$ cat config.mk
export PLATFORM = sky130hd
export DESIGN_NAME = systime_counter
export DESIGN_NICKNAME = d
export VERILOG_FILES = /design/src/rtl/systime_pkg.sv /design/src/rtl/systime_step.sv /design/src/rtl/systime_accum.sv /design/src/rtl/systime_readout.sv /design/src/rtl/systime_counter.sv
export SDC_FILE = /design/constraint.sdc
export NUM_CORES = 1
export LEC_CHECK = 0
export BUFFER_PORTS_ARGS = -buffer_cell sky130_fd_sc_hd__buf_2
export CORE_ASPECT_RATIO = 1.1
export CORE_MARGIN = 2
export CORE_UTILIZATION = 23
export DETAILED_ROUTE_END_ITERATION = 8
export PLACE_DENSITY = 0.39
export SLEW_MARGIN = 10
export SYNTH_ARGS = -nofsm -noshare
export SYNTH_HDL_FRONTEND = slang
export SYNTH_SLANG_ARGS = --single-unit
$ cat constraint.sdc
create_clock -name clk -period 7.5 [get_ports clk]
set_input_delay 0 -clock clk [delete_from_list [all_inputs] [get_ports clk]]
set_output_delay 0 -clock clk [all_outputs]
set_load 0.01 [all_outputs]
$ cat src/rtl/systime_pkg.sv
package systime_pkg;
  localparam int WORD_W = 32;

  typedef enum logic [1:0] {
    RA_TIME_LO = 2'd0,
    RA_TIME_HI = 2'd1,
    RA_STEP    = 2'd2,
    RA_SPARE   = 2'd3
  } reg_addr_e;

  // Bits kept when the step register is written.
  function automatic logic [WORD_W-1:0] step_keep_mask(int unsigned inc_w, bit reduced);
    if (reduced) return '1;
    return (WORD_W'(1) << inc_w) - WORD_W'(1);
  endfunction

  // Next time value from the current one and the effective step.
  function automatic logic [2*WORD_W-1:0] time_advance(logic [2*WORD_W-1:0] cur,
                                                      logic [WORD_W-1:0] step);
    return cur + {{WORD_W{1'b0}}, step};
  endfunction
endpackage

$ cat src/rtl/systime_step.sv
module systime_step
  import systime_pkg::*;
#(
  parameter int unsigned INC_W   = 31,
  parameter bit          REDUCED = 1'b0
) (
  input  logic              clk,
  input  logic              rst_n,
  input  logic              wr_stb,
  input  logic [WORD_W-1:0] wdata,
  output logic [WORD_W-1:0] step_raw,
  output logic [WORD_W-1:0] step_eff
);
  localparam logic [WORD_W-1:0] KEEP = step_keep_mask(INC_W, REDUCED);
  localparam logic [WORD_W-1:0] FIELD = step_keep_mask(INC_W, 1'b0);

  always_ff @(posedge clk or negedge rst_n) begin
    if (!rst_n) step_raw <= '0;
    else if (wr_stb) step_raw <= wdata & KEEP;
  end

  generate
    if (REDUCED) begin : g_reduced
      logic period_ok;
      assign period_ok = ((step_raw >> INC_W) == WORD_W'(1));
      assign step_eff  = period_ok ? (step_raw & FIELD) : '0;
    end else begin : g_full
      assign step_eff = step_raw;
    end
  endgenerate
endmodule

$ cat src/rtl/systime_accum.sv
module systime_accum
  import systime_pkg::*;
(
  input  logic                clk,
  input  logic                rst_n,
  input  logic                ld_lo,
  input  logic                ld_hi,
  input  logic [WORD_W-1:0]   wdata,
  input  logic [WORD_W-1:0]   step,
  output logic [2*WORD_W-1:0] time_q
);
  always_ff @(posedge clk or negedge rst_n) begin
    if (!rst_n)     time_q <= '0;
    else if (ld_lo) time_q <= {time_q[2*WORD_W-1:WORD_W], wdata};
    else if (ld_hi) time_q <= {wdata, time_q[WORD_W-1:0]};
    else            time_q <= time_advance(time_q, step);
  end
endmodule

$ cat src/rtl/systime_readout.sv
module systime_readout
  import systime_pkg::*;
(
  input  logic                clk,
  input  logic                rst_n,
  input  logic                rd_stb,
  input  reg_addr_e           rd_sel,
  input  logic [2*WORD_W-1:0] time_q,
  input  logic [WORD_W-1:0]   step_raw,
  output logic [WORD_W-1:0]   shadow_hi,
  output logic [WORD_W-1:0]   rdata
);
  logic [WORD_W-1:0] rd_mux;

  always_comb begin
    unique case (rd_sel)
      RA_TIME_LO: rd_mux = time_q[WORD_W-1:0];
      RA_TIME_HI: rd_mux = shadow_hi;
      RA_STEP:    rd_mux = step_raw;
      default:    rd_mux = '0;
    endcase
  end

  always_ff @(posedge clk or negedge rst_n) begin
    if (!rst_n) begin
      shadow_hi <= '0;
      rdata     <= '0;
    end else if (rd_stb) begin
      rdata <= rd_mux;
      if (rd_sel == RA_TIME_LO) shadow_hi <= time_q[2*WORD_W-1:WORD_W];
    end
  end
endmodule

$ cat src/rtl/systime_counter.sv
module systime_counter
  import systime_pkg::*;
#(
  parameter int unsigned INC_W   = 31,
  parameter bit          REDUCED = 1'b0
) (
  input  logic        clk,
  input  logic        rst_n,
  input  logic        reg_wr,
  input  logic        reg_rd,
  input  logic [1:0]  reg_addr,
  input  logic [31:0] reg_wdata,
  output logic [31:0] reg_rdata,
  output logic [63:0] sys_time
);
  reg_addr_e         sel;
  logic              ld_lo, ld_hi, step_wr;
  logic [WORD_W-1:0] step_raw, step_eff, shadow_hi;

  assign sel     = reg_addr_e'(reg_addr);
  assign ld_lo   = reg_wr && (sel == RA_TIME_LO);
  assign ld_hi   = reg_wr && (sel == RA_TIME_HI);
  assign step_wr = reg_wr && (sel == RA_STEP);

  systime_step #(.INC_W(INC_W), .REDUCED(REDUCED)) u_step (
    .clk(clk), .rst_n(rst_n), .wr_stb(step_wr), .wdata(reg_wdata),
    .step_raw(step_raw), .step_eff(step_eff)
  );

  systime_accum u_accum (
    .clk(clk), .rst_n(rst_n), .ld_lo(ld_lo), .ld_hi(ld_hi),
    .wdata(reg_wdata), .step(step_eff), .time_q(sys_time)
  );

  systime_readout u_readout (
    .clk(clk), .rst_n(rst_n), .rd_stb(reg_rd), .rd_sel(sel),
    .time_q(sys_time), .step_raw(step_raw),
    .shadow_hi(shadow_hi), .rdata(reg_rdata)
  );
endmodule

==> impl_metrics.env, run 1 <==
export IMPL_cts_sinks=159
export IMPL_clkLatencyLatePin_ns=0.45
export IMPL_dieArea_sq_mm=0.0417
export IMPL_die_w_microns=195
export IMPL_peakVddDrop_mv=0.163
export IMPL_power_density_mw_per_mm2=373
export IMPL_rsz0062_at_grt="false"
export IMPL_cp_required_ns=7.83
export IMPL_wl_per_cell_microns=20.6
export IMPL_cts_tree="yes"
export IMPL_pin_count=134
export IMPL_setup_tns_ns=0
export IMPL_syn_area_sq_mm=0.00923
export IMPL_grt_usage=0.160
export IMPL_rrSetupSlack_ns=4.16
export IMPL_cts_max_level=4
export IMPL_synth_area_per_cell_sq_um=9.74
export IMPL_max_freq_mhz=299
export IMPL_drc=0
export IMPL_ys_seq_area_frac=0.431
export IMPL_overflow=0
export IMPL_fill_cells=4238
export IMPL_slew_headroom=0.294
export IMPL_hold_class="in2reg"
export IMPL_final_common_cell="dfrtp_1"
export IMPL_async_reset_ff_frac=1.00
export IMPL_avgViaCountPerCell=4.84
export IMPL_hold_end="u_accum.time_q[12]"
export IMPL_vias=7804
export IMPL_dieHeight_microns=214
export IMPL_timing_rr_end="u_accum.time_q[58]"
export IMPL_fin_total_pwr_mw=4.23
export IMPL_switchingPower_mw=1.81
export IMPL_clockBufferDepth=2
export IMPL_placed_area_sq_mm=0.0104
export IMPL_portBuffers=133
export IMPL_dominantRegCellSynth="dfrtp_1"
export IMPL_clkPwrFrac=0.215
export IMPL_finalHoldViolCount=0
export IMPL_critPathLaunchType="register"
export IMPL_nets=1161
export IMPL_placement_rows=76
export IMPL_reg2reg_depth=11
export IMPL_gp_congestion=0.788
export IMPL_drtIter0Drc=371
export IMPL_diodes=0
export IMPL_postLayoutCellArea_sq_mm=0.0113
export IMPL_crit_type="reg2reg"
export IMPL_drive_gt1_frac=0.239
export IMPL_cts_buffers_inserted=17
export IMPL_root_buffer="clkbuf_16"
export IMPL_post_dp_hpwl_microns=24400
export IMPL_cp_end_kind="register"
export IMPL_synth_yosys_warnings=0
export IMPL_combPwrFrac=0.462
export IMPL_sw_frac_of_total=0.427
export IMPL_routed_wl_microns=33200
export IMPL_leakagePower_nw=4.87
export IMPL_synth_distinct_cells=75
export IMPL_seq_area_sq_mm=0.00398
export IMPL_period_share=0.446
export IMPL_worstPathArrival_ns=3.68
export IMPL_cp_max_fo=16
export IMPL_pwr_share_seq=0.322
export IMPL_synth_edf_count=0
export IMPL_ant_nets=0
export IMPL_outcome="finished clean"
export IMPL_dr_pass1_iters=6
export IMPL_start_util=0.234
export IMPL_place_ws_ns=4.15
export IMPL_multi_input_area_sq_mm=0.00501
export IMPL_drv_slew=0
export IMPL_antenna_found_initial=0
export IMPL_min_period_ns=3.34
export IMPL_ys_ff_latch=159
export IMPL_grt_pass1_vias=7734
export IMPL_grt_pass1_wl_microns=50500
export IMPL_clock_skew_ns=0.0102
export IMPL_core_area_sq_mm=0.0394
export IMPL_p_int_mw=2.42
export IMPL_final_cell_mix="dfrtp_1 (159), buf_2 (131), a21oi_1 (115), nor2_1 (101), mux2_2 (66)"
export IMPL_tightest_slew_ns=1.06
export IMPL_grt_max_degree=94
export IMPL_drv_cap=0
export IMPL_syn_inst=948
export IMPL_r2r_start="u_accum.time_q[0]"
export IMPL_setup_ws_ns=4.16
export IMPL_cts_clk_slew_worst_paths_ns=0.07
export IMPL_area_delta_synth_final_pct=23.0
export IMPL_min_from="reg_addr[0]"
export IMPL_finalSetupViolations=0
export IMPL_syn_nets=1018
export IMPL_whs_path_depth=3
## final cells by class
class / count / area share
repair buffers: 177 / 0.0958
clock inverters: 14 / 0.0140
flip-flops and latches: 159 / 0.351
well taps: 507 / 0.0559
clock buffers: 18 / 0.0387
multi-input cells: 725 / 0.441
inverters: 11 / 0.00364
## cells in the mapped netlist (all sizes together) (3+ instances only)
cell      n  area share
and3      9      0.0066
nor2    103       0.042
clkbuf   38       0.015
nand2b    9      0.0061
mux2     66       0.081
o32ai     3      0.0028
nand3    24       0.014
nand3b    3      0.0038
a21oi   117       0.065
a31oi     8      0.0054
or4       3      0.0024
o21a      3      0.0024
a311oi    3      0.0028
nor2b    13      0.0088
and2      8      0.0056
nor4b     3      0.0042
nor3b     3      0.0024
nand2    59       0.025
dfrtp   159        0.43
a221o     3      0.0033
buf      15      0.0077
o211ai    8      0.0065
ha       31       0.042
o21ai    41       0.023
a211o     3      0.0028
o31ai     5      0.0046
or2       6      0.0046
o22ai     9      0.0061
xor2     10      0.0095
o311ai    7      0.0066
o21bai    7      0.0057
a21o     14       0.011
a211oi   16       0.013
inv      11      0.0045
a21boi    3      0.0024
or3       3      0.0020
o41ai     3      0.0028
nand4    10      0.0068
xnor2    19       0.018
mux2i    59       0.064
nor3     13      0.0070
## cell families (layout without fill, tap and decap cells)
family / after synthesis / count (layout) / share of synthesized area
and+or+nand+nor: 273 / 273 / 0.144
muxes: 125 / 125 / 0.145
DFF: 159 / 159 / 0.431
buffers and inverters: 64 / 220 / 0.0277
xor gates and xnor gates: 29 / 29 / 0.0275
adders and majority gates: 32 / 32 / 0.0442
AOI/OAI and AO/OA: 266 / 266 / 0.181
## worst max path at each step
stage,slack (ns),cells after the start,from,to
3_5_place_dp,4.15,11,u_accum.time_q[0],u_accum.time_q[58]
4_1_cts,4.12,11,u_accum.time_q[0],u_accum.time_q[58]
5_1_grt,3.86,11,u_accum.time_q[0],u_accum.time_q[24]
6_report,4.16,11,u_accum.time_q[0],u_accum.time_q[58]
3_3_place_gp,4.19,11,u_accum.time_q[0],u_accum.time_q[58]
2_1_floorplan,4.61,11,u_accum.time_q[0],u_accum.time_q[24]
## metrics by stage
| step | hold slack (ns) | util | cells |
|---|---|---|---|
| final | 0.117 | 0.288 | 1611 |
| after global routing | 0.133 | 0.288 | 1611 |
| after CTS | 0.0918 | 0.288 | 1611 |
| after detailed placement | 0.180 | 0.265 | 1546 |
| after global placement | 0.181 | 0.265 | 1546 |
| after floorplan | -0.296 | - | 948 |
## what timing repair did
action,4_1_cts,5_1_grt
endpoints found under the hold margin,183,0
setup buffers,0,0
hold buffers,33,0
gates resized for setup,0,0
## sequential cells by signal (all words and copies together), names as in the netlist
| signal | cells |
|---|---|
| u_accum.time_q | 64 |
| u_readout.rdata | 32 |
| u_readout.shadow_hi | 32 |
| u_step.step_eff | 31 |
## critical path, cell delays in order, from the launching register on
cell and delay (ns):
dfrtp_1 0.40, ha_1 0.23, fa_1 0.43, a211oi_1 0.41
o211ai_1 0.16, nand2_1 0.18, a21oi_2 0.11, nand3b_4 0.19
a21oi_4 0.45, or2_1 0.31, nor4b_1 0.08, a311o_1 0.27
## power groups by stage
| stage | Clock (mW) | Combinational, mW | Sequential, mW |
|---|---|---|---|
| 2_1_floorplan | 0 | 1.28 | 1.37 |
| 3_3_place_gp | 0 | 1.96 | 1.37 |
| 3_5_place_dp | 0 | 1.94 | 1.38 |
| 4_1_cts | 0.939 | 1.97 | 1.37 |
| 5_1_grt | 0.965 | 2.16 | 1.41 |
| 6_report | 0.909 | 1.96 | 1.36 |
## per-layer routing
layer / global-route usage / share of wire / vias up
met5: 0 / 0 / -
met4: 0.0547 / 0.020 / 0
met3: 0.0250 / 0.033 / 29
met2: 0.253 / 0.46 / 156
met1: 0.224 / 0.49 / 3846
li1: - / - / 3773
Power figures use the tool's default switching activity.
==> run 2, diff against run 1 <==
==> constraint.sdc (replaced) <==
create_clock -name clk -period 3.5 [get_ports clk]
set_input_delay 0 -clock clk [delete_from_list [all_inputs] [get_ports clk]]
set_output_delay 0 -clock clk [all_outputs]
set_load 0.01 [all_outputs]
==> run 2 against run 1 <==
Net effect: critical path depth is the same; clock skew barely moved; critical endpoint is now u_accum.time_q[24]; worst setup slack got worse by 3.9 ns; power grew 120%.
==> impl_metrics.env, run 2 (synthesis gave the netlist of run 1 again) <==
export IMPL_outcome="finished clean"
export IMPL_setup_tns_ns=0
export IMPL_portBuffers=133
export IMPL_drtIter0Drc=393
export IMPL_cp_num_buf_inv=0
export IMPL_critPathLaunchType="register"
export IMPL_post_dp_hpwl_microns=25000
export IMPL_placement_rows=76
export IMPL_overflow=0
export IMPL_path_cells="ha_1 -> fa_1 -> a211oi_1 -> o21bai_1 -> a21oi_1 -> o41ai_1 -> and3_1 -> o32ai_1 -> o21ai_1 -> xnor2_1 -> o21ai_1"
export IMPL_worstPathArrival_ns=3.60
export IMPL_nets=1171
export IMPL_gp_congestion=0.832
export IMPL_ant_nets=0
export IMPL_cts_sinks=159
export IMPL_avgViaCountPerCell=4.83
export IMPL_dieArea_sq_mm=0.0417
export IMPL_place_ws_ns=0.286
export IMPL_antenna_found_initial=0
export IMPL_fin_total_pwr_mw=9.21
export IMPL_diodes=0
export IMPL_start_util=0.234
export IMPL_cts_buffers_inserted=17
export IMPL_busiest_layer="met2"
export IMPL_holdWs_ns=0.136
export IMPL_die_w_microns=195
export IMPL_regMostFlops="u_accum.time_q"
export IMPL_placedCellCount=1555
export IMPL_cp_max_fo=4
export IMPL_crit_slowest_cell="o32ai_1"
export IMPL_grt_pass1_wl_microns=51100
export IMPL_final_common_cell="dfrtp_1"
export IMPL_vias=7823
export IMPL_slew_headroom=0.472
export IMPL_clock_skew_ns=0.0100
export IMPL_grt_usage=0.162
export IMPL_crit_top_cell="o21ai_1"
export IMPL_instances_no_fill=1621
export IMPL_tightest_slew_ns=0.793
export IMPL_rsz0062_at_grt="false"
export IMPL_postLayoutCellArea_sq_mm=0.0115
export IMPL_gr_usage_met3=0.0220
export IMPL_setup_ws_ns=0.227
export IMPL_hold_class="in2reg"
export IMPL_power_density_mw_per_mm2=804
export IMPL_clkLatencyLatePin_ns=0.45
export IMPL_largest_reg_flops=64
export IMPL_path_delay_family="compound AO/OA/AOI/OAI gates"
export IMPL_root_buffer="clkbuf_16"
export IMPL_leakagePower_nw=4.94
export IMPL_clockBufferDepth=2
export IMPL_cts_resized=0
export IMPL_globalRouteMet2Util=0.255
export IMPL_drive_gt1_frac=0.242
export IMPL_period_share=0.935
export IMPL_drc=0
export IMPL_wl_per_cell_microns=20.7
export IMPL_dr_pass1_iters=4
export IMPL_drv_cap=0
export IMPL_final_cell_mix="dfrtp_1 (159), buf_2 (131), a21oi_1 (115), nor2_1 (101), mux2_2 (66)"
export IMPL_drv_slew=0
export IMPL_min_period_ns=3.27
export IMPL_core_area_sq_mm=0.0394
export IMPL_finalSetupViolations=0
export IMPL_max_freq_mhz=306
export IMPL_cts_max_level=4
export IMPL_grt_max_degree=72
export IMPL_area_delta_synth_final_pct=24.2
export IMPL_pin_count=134
export IMPL_fin_util=0.291
export IMPL_cp_end_kind="register"
export IMPL_routed_wl_microns=33500
export IMPL_crit_type="reg2reg"
export IMPL_cpPeakStageDelay_ns=0.45
export IMPL_grt_pass1_vias=7879
export IMPL_cts_clk_slew_worst_paths_ns=0.07
export IMPL_placed_area_sq_mm=0.0105
export IMPL_dieHeight_microns=214
export IMPL_gr_usage_met1=0.227
export IMPL_finalHoldViolCount=0
export IMPL_cts_tree="yes"
export IMPL_largestRegisters="u_accum.time_q (64), u_readout.rdata (32), u_readout.shadow_hi (32)"
export IMPL_cp_required_ns=3.83
export IMPL_peakVddDrop_mv=0.374
-- run 2: cell types whose count changed in the layout (fill, tap and decap cells not counted) --
| cell | before | now |
|---|---|---|
| buf_12 | 0 | 1 |
| buf_4 | 12 | 20 |
| bufinv_16 | 2 | 4 |
| clkbuf_1 | 0 | 3 |
| clkbuf_8 | 1 | 2 |
| clkinv_2 | 0 | 2 |
| clkinv_4 | 4 | 0 |
| clkinvlp_4 | 5 | 4 |
| dlygate4sd3_1 | 33 | 34 |
| inv_6 | 3 | 0 |
-- run 2: per-layer routing --
| metal | wire [microns] | up-vias |
|---|---|---|
| li1 | - | 3786 |
| met1 | 16500 | 3867 |
| met2 | 15400 | 134 |
| met3 | 973 | 36 |
| met4 | 653 | 0 |
| met5 | 0 | - |
-- run 2: worst reg2reg max path, delay by kind of cell, from the launching register on --
family | cells | cell delay (ns)
xor gates and xnor gates | 1 | 0.15
DFF | 1 | 0.41
and+or+nand+nor | 1 | 0.24
adders and majority gates | 2 | 0.67
AOI/OAI and AO/OA | 7 | 1.69
-- run 2: path summary, 6_finish.rpt --
path / cells after the start / to / startpoint / slack (ns)
min in group asynchronous: 2 / u_step.step_eff[3] / rst_n / 0.17
max in group asynchronous: 3 / u_accum.time_q[26] / rst_n / 2.36
hold reg to reg: 1 / u_readout.shadow_hi[4] / u_readout.shadow_hi[4] / 0.51
setup reg to reg: 11 / u_accum.time_q[24] / u_accum.time_q[0] / 0.23
setup / recovery: 11 / u_accum.time_q[24] / u_accum.time_q[0] / 0.23
hold / removal: 3 / u_accum.time_q[29] / reg_addr[0] / 0.14
-- run 2: area by class of cell --
| cell class | count | area (sq um) |
|---|---|---|
| multi-input cells | 725 | 5010 |
| inverters | 11 | 41.3 |
| fillers | 4240 | 27900 |
| clock buffers | 22 | 464 |
| well taps | 507 | 634 |
| clock inverters | 10 | 160 |
| flip-flops and latches | 159 | 3980 |
| repair buffers | 187 | 1180 |
-- run 2: what timing repair did --
item	in CTS	in global routing
hold buffers	34	0
buffers inserted	0	0
hold endpoints to repair	159	0
endpoints found under the setup margin	0	0
-- run 2: power breakdown --
part	switching (mW)	internal (mW)	leakage (nW)
registers	0.523	2.37	1.85
logic	2.50	1.79	2.80
clock network	0.805	1.23	0.292
total	3.83	5.39	4.94
